**src/rtl/sdpp_pkg.sv**
```systemverilog
package sdpp_pkg;

   // BCD-8421 digit to self-complementing BCD-4221 digit (weights 4,2,2,1)
   function automatic logic [3:0] bcd_to_4221(input logic [3:0] v);
      logic [3:0] r;
      case (v)
         4'd0:    r = 4'b0000;
         4'd1:    r = 4'b0001;
         4'd2:    r = 4'b0010;
         4'd3:    r = 4'b0011;
         4'd4:    r = 4'b1000;
         4'd5:    r = 4'b0111;
         4'd6:    r = 4'b1100;
         4'd7:    r = 4'b1101;
         4'd8:    r = 4'b1110;
         4'd9:    r = 4'b1111;
         default: r = 4'b0000;
      endcase
      return r;
   endfunction

endpackage

```
**src/rtl/sdpp_recode.sv**
```systemverilog
module sdpp_recode #(
   parameter int NDIG = 4
) (
   input  logic [4*NDIG-1:0]   y_i,
   output logic [NDIG:0][2:0]  mag_o,
   output logic [NDIG:0]       neg_o
);

   logic [NDIG-1:0] xfer;

   for (genvar i = 0; i < NDIG; i++) begin : g_dig
      logic [3:0] yd;
      logic [3:0] s;
      logic       cin;

      assign yd      = y_i[4*i +: 4];
      assign xfer[i] = (yd >= 4'd5);

      if (i == 0) begin : g_lsd
         assign cin = 1'b0;
      end else begin : g_up
         assign cin = xfer[i-1];
      end

      // digit plus incoming transfer, 0..10
      assign s        = yd + {3'b000, cin};
      assign mag_o[i] = 3'(xfer[i] ? (4'd10 - s) : s);
      assign neg_o[i] = xfer[i] & (s != 4'd10);
   end

   // extra digit produced by the transfer out of the top multiplier digit
   assign mag_o[NDIG] = {2'b00, xfer[NDIG-1]};
   assign neg_o[NDIG] = 1'b0;

endmodule

```
**src/rtl/sdpp_dbl.sv**
```systemverilog
module sdpp_dbl #(
   parameter int ND = 5
) (
   input  logic [ND-1:0][3:0] a_i,
   output logic [ND-1:0][3:0] q_o
);

   // carry-free BCD doubling: each digit only sees its lower neighbour
   for (genvar i = 0; i < ND; i++) begin : g_dig
      logic [4:0] tw;
      logic [3:0] lo;
      logic       cin;

      assign tw = {a_i[i], 1'b0};
      assign lo = (tw >= 5'd10) ? 4'(tw - 5'd10) : tw[3:0];

      if (i == 0) begin : g_lsd
         assign cin = 1'b0;
      end else begin : g_up
         assign cin = (a_i[i-1] >= 4'd5);
      end

      assign q_o[i] = lo + {3'b000, cin};
   end

endmodule

```
**src/rtl/sdpp_multiples.sv**
```systemverilog
module sdpp_multiples
   import sdpp_pkg::*;
#(
   parameter int NDIG = 4,
   localparam int ND = NDIG + 1,
   localparam int MW = 4 * ND
) (
   input  logic [4*NDIG-1:0]    x_i,
   output logic [5:1][MW-1:0]   mult_o
);

   logic [ND-1:0][3:0] b1, b2, b3, b4, b5;
   logic [5:1][ND-1:0][3:0] bm;
   logic [ND-1:0] c3;

   assign b1 = {4'h0, x_i};

   sdpp_dbl #(.ND(ND)) u_dbl2 (.a_i(b1), .q_o(b2));
   sdpp_dbl #(.ND(ND)) u_dbl4 (.a_i(b2), .q_o(b4));

   // 3X = 2X + X, decimal ripple add
   assign c3[0] = 1'b0;
   for (genvar i = 0; i < ND; i++) begin : g_add3
      logic [4:0] s;
      logic       cy;
      assign s     = {1'b0, b1[i]} + {1'b0, b2[i]} + {4'b0000, c3[i]};
      assign cy    = (s >= 5'd10);
      assign b3[i] = cy ? 4'(s - 5'd10) : s[3:0];
      if (i < ND - 1) begin : g_cy
         assign c3[i+1] = cy;
      end
   end

   // 5X = 10X / 2: digit i takes 5 from the parity of x_i plus half of x_(i-1)
   for (genvar i = 0; i < ND; i++) begin : g_five
      logic [2:0] hi;
      if (i == 0) begin : g_lsd
         assign hi = 3'd0;
      end else begin : g_up
         assign hi = b1[i-1][3:1];
      end
      assign b5[i] = (b1[i][0] ? 4'd5 : 4'd0) + {1'b0, hi};
   end

   assign bm[1] = b1;
   assign bm[2] = b2;
   assign bm[3] = b3;
   assign bm[4] = b4;
   assign bm[5] = b5;

   for (genvar m = 1; m <= 5; m++) begin : g_mul
      for (genvar k = 0; k < ND; k++) begin : g_cvt
         assign mult_o[m][4*k +: 4] = bcd_to_4221(bm[m][k]);
      end
   end

endmodule

```
**src/rtl/sdpp_select.sv**
```systemverilog
module sdpp_select #(
   parameter int NDIG = 4,
   localparam int MW  = 4 * (NDIG + 1),
   localparam int PPW = MW + 4
) (
   input  logic [2:0]          mag_i,
   input  logic                neg_i,
   input  logic [5:1][MW-1:0]  mult_i,
   output logic [PPW-1:0]      pp_o,
   output logic                tail_o
);

   logic [MW-1:0] sel;

   always_comb begin
      case (mag_i)
         3'd1:    sel = mult_i[1];
         3'd2:    sel = mult_i[2];
         3'd3:    sel = mult_i[3];
         3'd4:    sel = mult_i[4];
         3'd5:    sel = mult_i[5];
         default: sel = '0;
      endcase
   end

   // nine's complement by inversion, +1 deferred to the tail bit
   assign tail_o = neg_i & (mag_i != 3'd0);
   assign pp_o   = tail_o ? {4'hF, ~sel} : {4'h0, sel};

endmodule

```
**src/rtl/sdpp_gen.sv**
```systemverilog
module sdpp_gen #(
   parameter int NDIG    = 4,
   parameter int REG_OUT = 1,
   localparam int NPP = NDIG + 1,
   localparam int MW  = 4 * (NDIG + 1),
   localparam int PPW = MW + 4
) (
   input  logic                 clk_i,
   input  logic                 rst_ni,
   input  logic [4*NDIG-1:0]    x_i,
   input  logic [4*NDIG-1:0]    y_i,
   output logic [NPP*PPW-1:0]   pp_o,
   output logic [NPP-1:0]       tail_o
);

   if (NDIG < 1 || NDIG > 16) begin : g_bad_ndig
      $error("sdpp_gen: NDIG must lie in 1..16");
   end
   if (REG_OUT != 0 && REG_OUT != 1) begin : g_bad_reg
      $error("sdpp_gen: REG_OUT must be 0 or 1");
   end

   logic [NDIG:0][2:0]    mag;
   logic [NDIG:0]         neg;
   logic [5:1][MW-1:0]    mult;
   logic [NPP*PPW-1:0]    pp_c;
   logic [NPP-1:0]        tail_c;

   sdpp_recode #(.NDIG(NDIG)) u_recode (
      .y_i   (y_i),
      .mag_o (mag),
      .neg_o (neg)
   );

   sdpp_multiples #(.NDIG(NDIG)) u_mult (
      .x_i    (x_i),
      .mult_o (mult)
   );

   for (genvar j = 0; j < NPP; j++) begin : g_pp
      sdpp_select #(.NDIG(NDIG)) u_sel (
         .mag_i  (mag[j]),
         .neg_i  (neg[j]),
         .mult_i (mult),
         .pp_o   (pp_c[j*PPW +: PPW]),
         .tail_o (tail_c[j])
      );
   end

   if (REG_OUT == 1) begin : g_reg
      always_ff @(posedge clk_i or negedge rst_ni) begin
         if (!rst_ni) begin
            pp_o   <= '0;
            tail_o <= '0;
         end else begin
            pp_o   <= pp_c;
            tail_o <= tail_c;
         end
      end
   end else begin : g_comb
      assign pp_o   = pp_c;
      assign tail_o = tail_c;
   end

endmodule

```
**config.mk**
```make
export PLATFORM = sky130hd
export DESIGN_NAME = sdpp_gen
export DESIGN_NICKNAME = d
export VERILOG_FILES = /design/src/rtl/sdpp_pkg.sv /design/src/rtl/sdpp_recode.sv /design/src/rtl/sdpp_dbl.sv /design/src/rtl/sdpp_multiples.sv /design/src/rtl/sdpp_select.sv /design/src/rtl/sdpp_gen.sv
export SDC_FILE = /design/constraint.sdc
export NUM_CORES = 1
export LEC_CHECK = 0
export ABC_AREA = 1
export BUFFER_PORTS_ARGS = -buffer_cell sky130_fd_sc_hd__buf_2
export CELL_PAD_IN_SITES_DETAIL_PLACEMENT = 1
export CELL_PAD_IN_SITES_GLOBAL_PLACEMENT = 2
export CORE_MARGIN = 5
export CORE_UTILIZATION = 31
export DETAILED_ROUTE_END_ITERATION = 8
export PLACE_DENSITY_LB_ADDON = 0.1
export SLEW_MARGIN = 20
export SYNTH_ARGS = -nofsm -noshare
export SYNTH_HDL_FRONTEND = slang
export SYNTH_SLANG_ARGS = --single-unit
```
**constraint.sdc**
```tcl
create_clock -name clk_i -period 1 [get_ports clk_i]
set_clock_uncertainty 0.2 [all_clocks]
set_input_delay 0.1 -clock clk_i [delete_from_list [all_inputs] [get_ports clk_i]]
set_output_delay 0.1 -clock clk_i [all_outputs]
set_load 0.01 [all_outputs]
```
After elaboration in Yosys (flattened, before gate mapping) --
Memory sizes are Yosys's and may differ from the RTL's. Index checks and enable logic that the tools add are counted.
Storage, ports and cells: bits in registers 120, bits in latches 0, memory bits (writable) 0, memory bits (read-only) 1600, input port bits 34, output and inout port bits 125, logic and storage cells 163, memories kept 25
Operators by class: add/sub/neg operators 39, $mul 0, divide/modulo/power cells 0, magnitude comparators 26, eq/ne operators 24, shift operators 0, muxes and demuxes 31, bitwise operators 12, reductions and logical operators 4
Memories:
- (no name shown) | depth 16, width 4, read ports 1, clocked after Yosys merged registers in 0, write ports 0, line sdpp_pkg.sv:6 | case (v)
- (no name shown) | depth 16, width 4, read ports 1, clocked after Yosys merged registers in 0, write ports 0, line sdpp_pkg.sv:6
- (no name shown) | depth 16, width 4, read ports 1, clocked after Yosys merged registers in 0, write ports 0, line sdpp_pkg.sv:6
- (no name shown) | depth 16, width 4, read ports 1, clocked after Yosys merged registers in 0, write ports 0, line sdpp_pkg.sv:6
- (no name shown) | depth 16, width 4, read ports 1, clocked after Yosys merged registers in 0, write ports 0, line sdpp_pkg.sv:6
- (no name shown) | depth 16, width 4, read ports 1, clocked after Yosys merged registers in 0, write ports 0, line sdpp_pkg.sv:6
- 19 more memories
Operator list (count):
- $pmux 20 s5 | 4
- $mux 24 | 4
- $not 20->20 | 4
- $ge 5x4->1 const B | 13
- $mux 4 | 14
- $sub 4x4->4 const B | 13
- $ge 4x3->1 const B | 12
- $add 4x1->4 | 10
- $eq 3x2->1 const B | 8
- $eq 3x3->1 const B | 8
- $mux 3 | 8
- $add 4x4->5 | 4
- $mux 20 | 1
- $ne 4x4->1 const B | 4
- $add 5x1->5 | 3
- $add 3x3->4 | 3
- $eq 3x1->1 const B | 4
- $reduce_bool 3->1 | 4
- $sub 2x3->3 const A | 4
- $and 1x1->1 | 8
- $ge 2x4->1 const B | 1
- $sub 2x4->4 const B | 1
- $add 1x1->2 | 1

Depth between registers and ports, before layout --
Gate-level depths: netlist of run 1. An unclocked memory read counts as a cell.
word-level depth 17, mapped depth 52, gate-level depth less buffers 52

Modules after synthesis --
From an unflattened synthesis of run 1, not the netlist that was laid out.
Second synthesis, totals: cell total of the unflattened synthesis 2731, area total of the unflattened synthesis 16590.9 um2
By module, submodules not included:
- sdpp_select | instances 5, cells an instance 339, area an instance 1745.4 um2, seq. area each 0.0 um2
- sdpp_gen | instances 1, cells an instance 125, area an instance 3128.0 um2, seq. area each 3128.0 um2
- sdpp_multiples | instances 1, cells an instance 576, area an instance 2950.3 um2, seq. area each 0.0 um2
- sdpp_dbl | instances 2, cells an instance 106, area an instance 560.5 um2, seq. area each 0.0 um2
- sdpp_recode | instances 1, cells an instance 123, area an instance 664.4 um2, seq. area each 0.0 um2

Worst setup path before layout of run 1 --
Ideal clock, no wire load.
path kind input to register, from input port x_i[0], to register pp_o[15], library setup time 117 ps, data arrival time 7245 ps, data required time 683 ps, slack -6562 ps, cell stages on the path 46, buffers on the path 1, path through buf_2 inv_2 ha_1 nand3_1 nand2_4 xor2_2 ha_1 inv_1 fa_1 ha_1 nand2_1 nand2_1 nand3_2 fa_1 fa_1 nand2_1 nand2_1 inv_1 [10 not listed] nand2_1 nand3_1 nand2_2 fa_1 fa_1 nand2_1 nand2_1 inv_1 ha_1 nand2_1 nand3_1 nand2_2 o21ai_0 nand3_1 nand2_1 nand2_1 nand4_1 nand2_1
Between the ends: cells in the longest elaborated chain, start to end 15, elaborated cells on any way between the ends 20, classes of those cells add/sub: 8; order compare: 6; mux: 4; bitwise: 1; memory: 1
RTL lines:
- from (decl) | line sdpp_gen.sv:10 | input logic [4*NDIG-1:0] x_i,
- $sub 4x4->4 or $ge 5x4->1 (tied branches) | line sdpp_dbl.sv:15 | assign lo = (tw >= 5'd10) ? 4'(tw - 5'd10) : tw[3:0];
- $mux 4 | line sdpp_dbl.sv:15
- $add 4x4->5 | line sdpp_multiples.sv:26 | assign s = {1'b0, b1[i]} + {1'b0, b2[i]} + {4'b0000, c3[i]};
- $ge 5x4->1 | line sdpp_multiples.sv:27 | assign cy = (s >= 5'd10);
- $add 5x1->5 * | line sdpp_multiples.sv:26
- $ge 5x4->1 * | line sdpp_multiples.sv:27
- $add 5x1->5 * | line sdpp_multiples.sv:26
- $ge 5x4->1 * | line sdpp_multiples.sv:27
- $add 5x1->5 * | line sdpp_multiples.sv:26
- $sub 4x4->4 or $ge 5x4->1 (tied branches) | line sdpp_multiples.sv:28, sdpp_multiples.sv:27
- $mux 4 * | line sdpp_multiples.sv:28 | assign b3[i] = cy ? 4'(s - 5'd10) : s[3:0];
- $mem_v2 16x4 *
- $pmux 20 s5 * | line sdpp_select.sv:16 | case (mag_i)
- $not 20->20 | line sdpp_select.sv:28 | assign pp_o = tail_o ? {4'hF, ~sel} : {4'h0, sel};
- $mux 24 * | line sdpp_select.sv:28
- net g_pp[0].u_sel.pp_o[15] | line sdpp_select.sv:9 | output logic [PPW-1:0] pp_o,
- to (signal assigned) | line sdpp_gen.sv:56 | pp_o <= pp_c;
- to (decl) | line sdpp_gen.sv:12 | output logic [NPP*PPW-1:0] pp_o,
The timed path passes the listed nets; every way through them passes the cells marked *.

Final worst setup path of run 1 --
from input port x_i[0], to register pp_o[63]
Between the ends: cells in the longest elaborated chain, start to end 15, elaborated cells on any way between the ends 20, classes of those cells add/sub: 8; order compare: 6; mux: 4; bitwise: 1; memory: 1
RTL lines (line):
- $sub 4x4->4 or $ge 5x4->1 (tied branches) | sdpp_dbl.sv:15
- $mux 4 | sdpp_dbl.sv:15
- $add 4x4->5 | sdpp_multiples.sv:26
- $ge 5x4->1 | sdpp_multiples.sv:27
- $add 5x1->5 * | sdpp_multiples.sv:26
- $ge 5x4->1 * | sdpp_multiples.sv:27
- $add 5x1->5 * | sdpp_multiples.sv:26
- $ge 5x4->1 * | sdpp_multiples.sv:27
- $add 5x1->5 * | sdpp_multiples.sv:26
- $sub 4x4->4 or $ge 5x4->1 (tied branches) | sdpp_multiples.sv:28, sdpp_multiples.sv:27
- $mux 4 * | sdpp_multiples.sv:28
- $mem_v2 16x4 *
- $pmux 20 s5 * | sdpp_select.sv:16
- $not 20->20 | sdpp_select.sv:28
- $mux 24 * | sdpp_select.sv:28
- net g_pp[2].u_sel.pp_o[15] | sdpp_select.sv:9
Marked as above.

==> metrics.txt, run 1 <==
# TYPE chip_impl_metric gauge
chip_impl_metric{name="crit_arrival",unit="ns"} 6.79
chip_impl_metric{name="synth_edf_count",unit=""} 0
chip_impl_metric{name="htreeDepth",unit=""} 3
chip_impl_metric{name="synthCells",unit=""} 1585
chip_impl_info{name="final_common_cell",value="nand2_1"} 1
chip_impl_metric{name="routed_wirelength",unit="µm"} 49700
chip_impl_info{name="synth_top_family_by_area",value="simple AND/OR/NAND/NOR gates"} 1
chip_impl_metric{name="min_cycle_time_layout",unit="ns"} 6.72
chip_impl_metric{name="ir_worst_vdd",unit="mV"} 0.974
chip_impl_metric{name="gp_routability_congestion",unit=""} 0.977
chip_impl_metric{name="io_pins",unit=""} 159
chip_impl_info{name="cp_top_family",value="adder cells"} 1
chip_impl_metric{name="synthAdderAreaFrac",unit="%"} 10.1
chip_impl_info{name="failing_checks",value="negative hold slack, negative setup slack"} 1
chip_impl_metric{name="power.combinational.fraction",unit="%"} 68.0
chip_impl_metric{name="rows",unit=""} 66
chip_impl_metric{name="final_cell_utilization_of_the_core",unit="%"} 50.1
chip_impl_info{name="cp-startpoint",value="x_i[0]"} 1
chip_impl_info{name="hold_class",value="in2async"} 1
chip_impl_metric{name="grt_start_max_net_pins",unit=""} 33
chip_impl_info{name="cts-root-buf",value="clkbuf_16"} 1
chip_impl_info{name="rsz0062_at_grt",value="true"} 1
chip_impl_metric{name="critical_path_required",unit="ns"} 1.07
chip_impl_metric{name="placed_cell_area",unit="µm²"} 14500
chip_impl_metric{name="layoutNonFillerInstCount",unit=""} 2499
chip_impl_metric{name="seq_power_share",unit="%"} 18.2
chip_impl_info{name="setup.worst_path.end",value="pp_o[63]"} 1
chip_impl_metric{name="final_hold_viol_count",unit=""} 10
chip_impl_info{name="worst_setup_path_end_kind",value="register"} 1
chip_impl_metric{name="drt-wirelength-per-cell",unit="µm"} 19.9
chip_impl_metric{name="nets",unit=""} 2163
chip_impl_metric{name="cts.reportedPaths.clkPinSlew",unit="ns"} 0.08
chip_impl_info{name="outcome",value="finished with violations"} 1
chip_impl_metric{name="grt_pass1_vias",unit=""} 12861
chip_impl_metric{name="core_outline_area",unit="µm²"} 32300
chip_impl_metric{name="antenna_found_initial",unit=""} 0
chip_impl_metric{name="whs",unit="ns"} -0.0794
chip_impl_metric{name="grt_pass1_wl",unit="µm"} 74300
chip_impl_metric{name="dpl_wire_length",unit="µm"} 39800
chip_impl_metric{name="cellInternalPower",unit="mW"} 16.1
chip_impl_metric{name="worst-path-stages",unit=""} 47
chip_impl_metric{name="synth-compound-area-share",unit="%"} 8.27
chip_impl_metric{name="tightest_slew",unit="ns"} 0.579
chip_impl_metric{name="final.setup.worst_slack",unit="ns"} -5.72
chip_impl_info{name="startpoint_type",value="input pin"} 1
chip_impl_metric{name="dp_worst_setup_slack",unit="ns"} -6.45
chip_impl_metric{name="cts_buffers",unit=""} 9
chip_impl_metric{name="n_fill_cell",unit=""} 4137
chip_impl_metric{name="timing.slew.headroom",unit="%"} 61.0
chip_impl_metric{name="placed_cells",unit=""} 2451
chip_impl_info{name="critPathMostFrequentCell",value="nand2_4"} 1
chip_impl_metric{name="report.final.slew_viol_count",unit=""} 0
chip_impl_metric{name="simple_gate_portion_of_the_synthesized_area",unit="%"} 42.2
chip_impl_metric{name="detail_route_antenna_nets",unit=""} 0
chip_impl_info{name="cpMaxStageDelayCell",value="fa_2"} 1
chip_impl_metric{name="syn-mean-instance-area",unit="µm²"} 6.35
chip_impl_metric{name="finalSetupViolations",unit=""} 211
chip_impl_info{name="layout_common_cells",value="442 x nand2_1, 323 x buf_4, 153 x nand3_1"} 1
chip_impl_info{name="synth_top_flop_cell",value="dfrtp_1"} 1
chip_impl_metric{name="cts.path.max_buffers",unit=""} 2
chip_impl_info{name="setup.worst_path.class",value="in2reg"} 1
chip_impl_metric{name="drt_pass1_iterations",unit=""} 5
chip_impl_metric{name="drive_above_1_share",unit="%"} 41.8
chip_impl_metric{name="power_switching",unit="mW"} 15.3
chip_impl_metric{name="postSynth.asyncResetShare",unit="%"} 100
chip_impl_metric{name="die-width",unit="µm"} 190
chip_impl_metric{name="dieArea",unit="µm²"} 36200
chip_impl_metric{name="synth.yosys.seq_area_share",unit="%"} 24.8
chip_impl_metric{name="number_of_hold_buffers_added_after_cts",unit=""} 1
chip_impl_info{name="tritoncts",value="built"} 1
chip_impl_metric{name="globalRouteTotalUtil",unit="%"} 26.8
chip_impl_metric{name="drt_iter0_drc",unit=""} 686
chip_impl_metric{name="initial_standard_cell_utilization_of_the_core",unit="%"} 31.2
chip_impl_metric{name="insertedDiodeCount",unit=""} 0
chip_impl_metric{name="max_freq",unit="MHz"} 149
chip_impl_metric{name="area_added_between_synthesis_and_finish",unit="%"} 60.5
chip_impl_metric{name="leakage",unit="nW"} 8.44
chip_impl_metric{name="die_y",unit="µm"} 190
chip_impl_metric{name="critPathBufInv",unit=""} 8
chip_impl_metric{name="vias",unit=""} 12582
chip_impl_metric{name="grt_overflow_total",unit=""} 0
chip_impl_metric{name="timing.final.crit_share",unit="%"} 672
chip_impl_metric{name="slowest_delay",unit="ns"} 0.58
chip_impl_metric{name="critical_path.max_fanout",unit=""} 5
chip_impl_metric{name="cell_area_synth",unit="µm²"} 10100
chip_impl_metric{name="cts_sinks",unit=""} 100
chip_impl_metric{name="switching_share",unit="%"} 48.7
chip_impl_metric{name="synth.mux.area_fraction",unit="%"} 0
chip_impl_metric{name="pwr_density_cell",unit="nW/µm²"} 1940
chip_impl_metric{name="ys_warn_count",unit=""} 0
chip_impl_metric{name="p_clk_share",unit="%"} 13.8
chip_impl_metric{name="post_synth_xor_area_fraction",unit="%"} 4.10
chip_impl_metric{name="numPortBuffers",unit=""} 149
chip_impl_metric{name="cap_viol_max_count",unit=""} 0
chip_impl_metric{name="ys_types",unit=""} 40
chip_impl_metric{name="drt_drc_violations_left",unit=""} 0
chip_impl_metric{name="final_design_area_no_fill",unit="µm²"} 16200
chip_impl_metric{name="synth-seq-cells",unit=""} 100
chip_impl_metric{name="viasPerCell",unit=""} 5.03
through the flow:
stage / total power, mW / setup TNS, ns
floorplan: 15.4 / -311.63
global placement: 22.7 / -348.68
detailed placement: 23.2 / -363.63
CTS: 29.5 / -337.58
global route: 33.2 / -352.56
finish: 31.3 / -332.36
power by group through the flow:
stage / Sequential (mW) / Clock [mW] / Combinational [mW]
6_report: 5.71 / 4.33 / 21.3
5_1_grt: 5.85 / 4.52 / 22.9
4_1_cts: 5.73 / 4.37 / 19.4
3_5_place_dp: 5.79 / 0 / 17.4
3_3_place_gp: 5.73 / 0 / 17.0
2_1_floorplan: 6.42 / 0 / 9.00
registers in the layout, summed over array words and instances, names as in the netlist:
name and count:
pp_o 97, tail_o 3
worst min path at each step:
| stage | from | endpoint | slack, ns | cells past startpoint |
|---|---|---|---|---|
| global route | rst_ni | pp_o[98] | -0.06 | 2 |
| global placement | rst_ni | pp_o[98] | -0.22 | 1 |
| finish | rst_ni | pp_o[98] | -0.08 | 2 |
| CTS | rst_ni | pp_o[98] | -0.08 | 2 |
| floorplan | rst_ni | pp_o[0] | -0.40 | 0 |
| detailed placement | rst_ni | pp_o[98] | -0.21 | 1 |
Yosys cell counts (4+ instances only):
| library cell | number | area, µm² |
|---|---|---|
| a21oi_1 | 52 | 260 |
| a22oi_1 | 6 | 45.0 |
| buf_2 | 15 | 75.1 |
| buf_4 | 30 | 225 |
| buf_6 | 4 | 45.0 |
| clkbuf_1 | 4 | 15.0 |
| clkinv_1 | 5 | 18.8 |
| dfrtp_1 | 100 | 2500 |
| fa_1 | 7 | 140 |
| ha_1 | 70 | 876 |
| inv_1 | 164 | 616 |
| inv_2 | 15 | 56.3 |
| nand2_1 | 552 | 2070 |
| nand2_2 | 16 | 100 |
| nand3_1 | 219 | 1100 |
| nand3_2 | 6 | 60.1 |
| nand4_1 | 53 | 332 |
| nor2_1 | 112 | 420 |
| nor2_2 | 6 | 37.5 |
| o211ai_1 | 8 | 60.1 |
| o21ai_0 | 53 | 265 |
| o21ai_1 | 4 | 20.0 |
| o21ai_2 | 4 | 35.0 |
| o22ai_1 | 16 | 100 |
| xnor2_1 | 9 | 78.8 |
| xor2_1 | 27 | 236 |
| xor2_2 | 5 | 81.3 |
cell type report:
| cell class | instances | area, µm² | share of cell area, % |
|---|---|---|---|
| Timing Repair Buffer | 501 | 3800 | 23.5 |
| Multi-Input combinational cell | 1256 | 8170 | 50.5 |
| Tap cell | 442 | 553 | 3.42 |
| Inverter | 184 | 801 | 4.95 |
| Clock buffer | 10 | 239 | 1.48 |
| Clock inverter | 6 | 100 | 0.619 |
| Sequential cell | 100 | 2500 | 15.5 |
cells by family (layout without fill, tap and decap cells):
| family | count (synthesis) | after routing |
|---|---|---|
| xor+xnor | 42 | 42 |
| compound gates | 149 | 149 |
| flops | 100 | 100 |
| fa+ha+maj | 77 | 77 |
| other cells | 1 | 9 |
| buf+inv | 237 | 701 |
| simple gates | 979 | 979 |
routing by layer:
metal	global-route usage, %	share of wire, %	up-vias
met2	45.3	47	348
met3	4.14	5.0	75
li1	-	-	6047
met5	0	0	-
met4	6.74	2.5	0
met1	36.0	45	6112
repair_timing:
| action | in CTS | in global routing |
|---|---|---|
| pin swaps | 79 | 87 |
| endpoints found under the hold margin | 100 | 10 |
| endpoints found under the setup margin | 216 | 215 |
| setup buffers | 24 | 9 |
| resized for setup | 139 | 135 |
(Power assumes the default switching activity.)
==> inputs of run 2 (changes only) <==
- PLACE_DENSITY: unset -> 0.88
- PLACE_DENSITY_LB_ADDON: 0.1 -> unset
==> metrics.txt, run 2 (synthesis results as in run 1) <==
# TYPE chip_impl_metric gauge
chip_impl_metric{name="layoutNonFillerInstCount",unit=""} 2482
chip_impl_info{name="grt-busiest-layer",value="met2"} 1
chip_impl_metric{name="globalRouteTotalUtil",unit="%"} 26.9
chip_impl_info{name="failing_checks",value="negative hold slack, negative setup slack"} 1
chip_impl_metric{name="critical_path.max_fanout",unit=""} 5
chip_impl_metric{name="viasPerCell",unit=""} 5.17
chip_impl_metric{name="cts_sinks",unit=""} 100
chip_impl_metric{name="use_met2",unit="%"} 46.3
chip_impl_metric{name="grt_overflow_total",unit=""} 0
chip_impl_metric{name="cap_viol_max_count",unit=""} 0
chip_impl_metric{name="final.setup.worst_slack",unit="ns"} -5.96
chip_impl_info{name="tritoncts",value="built"} 1
chip_impl_metric{name="htreeDepth",unit=""} 3
chip_impl_info{name="hold_class",value="in2async"} 1
chip_impl_metric{name="number_of_hold_buffers_added_after_cts",unit=""} 1
chip_impl_metric{name="multiInputGateArea",unit="µm²"} 8270
chip_impl_info{name="outcome",value="finished with violations"} 1
chip_impl_metric{name="max_freq",unit="MHz"} 144
chip_impl_info{name="layout_common_cells",value="432 x nand2_1, 298 x buf_4, 161 x nand3_1"} 1
chip_impl_metric{name="grt_pass1_vias",unit=""} 13447
chip_impl_info{name="setup.worst_path.end",value="pp_o[63]"} 1
chip_impl_info{name="cts-root-buf",value="clkbuf_16"} 1
chip_impl_metric{name="placed_cell_area",unit="µm²"} 14500
chip_impl_metric{name="pwr_density_cell",unit="nW/µm²"} 1910
chip_impl_metric{name="io_pins",unit=""} 159
chip_impl_metric{name="ir_worst_vdd",unit="mV"} 1.11
chip_impl_metric{name="drt_drc_violations_left",unit=""} 0
chip_impl_metric{name="timing.slew.headroom",unit="%"} 51.8
chip_impl_metric{name="drt_pass1_iterations",unit=""} 5
chip_impl_metric{name="slowest_delay",unit="ns"} 0.61
chip_impl_metric{name="initial_standard_cell_utilization_of_the_core",unit="%"} 31.2
chip_impl_info{name="setup.worst_path.class",value="in2reg"} 1
chip_impl_info{name="final_common_cell",value="nand2_1"} 1
chip_impl_metric{name="dieArea",unit="µm²"} 36200
chip_impl_metric{name="leakage",unit="nW"} 8.39
chip_impl_metric{name="report.final.slew_viol_count",unit=""} 0
chip_impl_metric{name="grt_util_met3",unit="%"} 5.18
chip_impl_metric{name="finalSetupViolations",unit=""} 212
chip_impl_metric{name="timing.final.crit_share",unit="%"} 696
chip_impl_metric{name="cts_buffers",unit=""} 9
chip_impl_metric{name="dp_worst_setup_slack",unit="ns"} -6.41
chip_impl_info{name="largest_registers",value="pp_o x97, tail_o x3"} 1
chip_impl_metric{name="area.sequential",unit="µm²"} 2500
chip_impl_metric{name="grt_pass1_wl",unit="µm"} 75600
chip_impl_metric{name="cts.reportedPaths.clkPinSlew",unit="ns"} 0.08
chip_impl_metric{name="detail_route_antenna_nets",unit=""} 0
chip_impl_metric{name="area_added_between_synthesis_and_finish",unit="%"} 60.9
chip_impl_info{name="worst_setup_path_end_kind",value="register"} 1
chip_impl_metric{name="critical_path_required",unit="ns"} 1.07
chip_impl_metric{name="vias",unit=""} 12831
chip_impl_metric{name="antenna_found_initial",unit=""} 0
chip_impl_info{name="startpoint_type",value="input pin"} 1
chip_impl_metric{name="drt_iter0_drc",unit=""} 879
chip_impl_metric{name="cts.path.max_buffers",unit=""} 2
chip_impl_metric{name="finalPower",unit="mW"} 30.9
chip_impl_metric{name="routed_wirelength",unit="µm"} 50300
chip_impl_metric{name="largest_register_ff_count",unit=""} 97
chip_impl_metric{name="gr-usage-met1",unit="%"} 33.5
chip_impl_info{name="register_with_the_most_flip_flops",value="pp_o"} 1
chip_impl_metric{name="tightest_slew",unit="ns"} 0.715
chip_impl_info{name="cpMaxStageDelayCell",value="fa_2"} 1
chip_impl_metric{name="crit_arrival",unit="ns"} 7.03
chip_impl_metric{name="n_fill_cell",unit=""} 4031
chip_impl_metric{name="drive_above_1_share",unit="%"} 41.9
chip_impl_metric{name="numPortBuffers",unit=""} 149
chip_impl_metric{name="insertedDiodeCount",unit=""} 0
chip_impl_metric{name="grt_start_max_net_pins",unit=""} 21
chip_impl_info{name="rsz0062_at_grt",value="true"} 1
chip_impl_metric{name="nets",unit=""} 2146
chip_impl_metric{name="dpl_wire_length",unit="µm"} 39400
chip_impl_metric{name="placed_cells",unit=""} 2440
chip_impl_metric{name="whs",unit="ns"} -0.0477
chip_impl_metric{name="die_y",unit="µm"} 190
chip_impl_metric{name="gp_routability_congestion",unit=""} 0.951
chip_impl_info{name="cp-startpoint",value="x_i[1]"} 1
chip_impl_metric{name="final_design_area_no_fill",unit="µm²"} 16200
chip_impl_info{name="critPathMostFrequentCell",value="nand2_4"} 1
chip_impl_metric{name="final_hold_viol_count",unit=""} 10
chip_impl_metric{name="core_outline_area",unit="µm²"} 32300
chip_impl_metric{name="min_cycle_time_layout",unit="ns"} 6.96
chip_impl_metric{name="rows",unit=""} 66
chip_impl_metric{name="die-width",unit="µm"} 190
chip_impl_metric{name="drt-wirelength-per-cell",unit="µm"} 20.3
run 2: how the worst min path moves through the flow:
stage               slack [ns]  cells past startpoint  endpoint
finish                   -0.05                      2  pp_o[72]
global route            -0.004                      2  pp_o[95]
CTS                      -0.04                      2  pp_o[95]
detailed placement       -0.19                      1  pp_o[72]
global placement         -0.19                      1  pp_o[72]
floorplan                -0.40                      0   pp_o[0]
run 2: area by class of cell:
cell class,instances,share of cell area (%)
clock buffers,9,1.39
clock inverters,7,0.378
inverters,184,4.96
multi-input cells,1256,51.0
flip-flops and latches,100,15.4
well taps,442,3.41
repair buffers,484,23.4
run 2: worst max-delay path: cells and delay by family:
kind	cells	cell delay (ns)
AO/OA/AOI/OAI	1	0.20
XOR/XNOR	1	0.21
adder cells (fa/ha/maj)	12	4.02
buffers and inverters	8	0.65
AND/OR/NAND/NOR	21	1.81
run 2: timing repair:
| action | in CTS | in global routing |
|---|---|---|
| gates resized for setup | 166 | 139 |
| gates cloned | 0 | 0 |
| hold endpoints to repair | 100 | 4 |
| buffers inserted | 14 | 13 |
| setup endpoints to repair | 212 | 216 |
| pin swaps | 52 | 76 |
run 2: per-layer routing:
metal	share of wire [%]	vias up
li1	-	6016
met1	42	6227
met5	0	-
met4	4.9	0
met3	6.1	137
met2	47	451
run 2: power by group:
group          switching [mW]  internal, mW  total (mW)
Clock                    1.87          1.73        3.60
Combinational            13.1          8.45        21.6
Sequential              0.468          5.29        5.76
run 2: stage by stage:
step	utilization, %	setup TNS [ns]
after floorplan	-	-311.63
after global placement	44.8	-345.45
after detailed placement	44.8	-363.78
after CTS	48.0	-326.78
after global routing	50.2	-363.59
final	50.2	-344.28
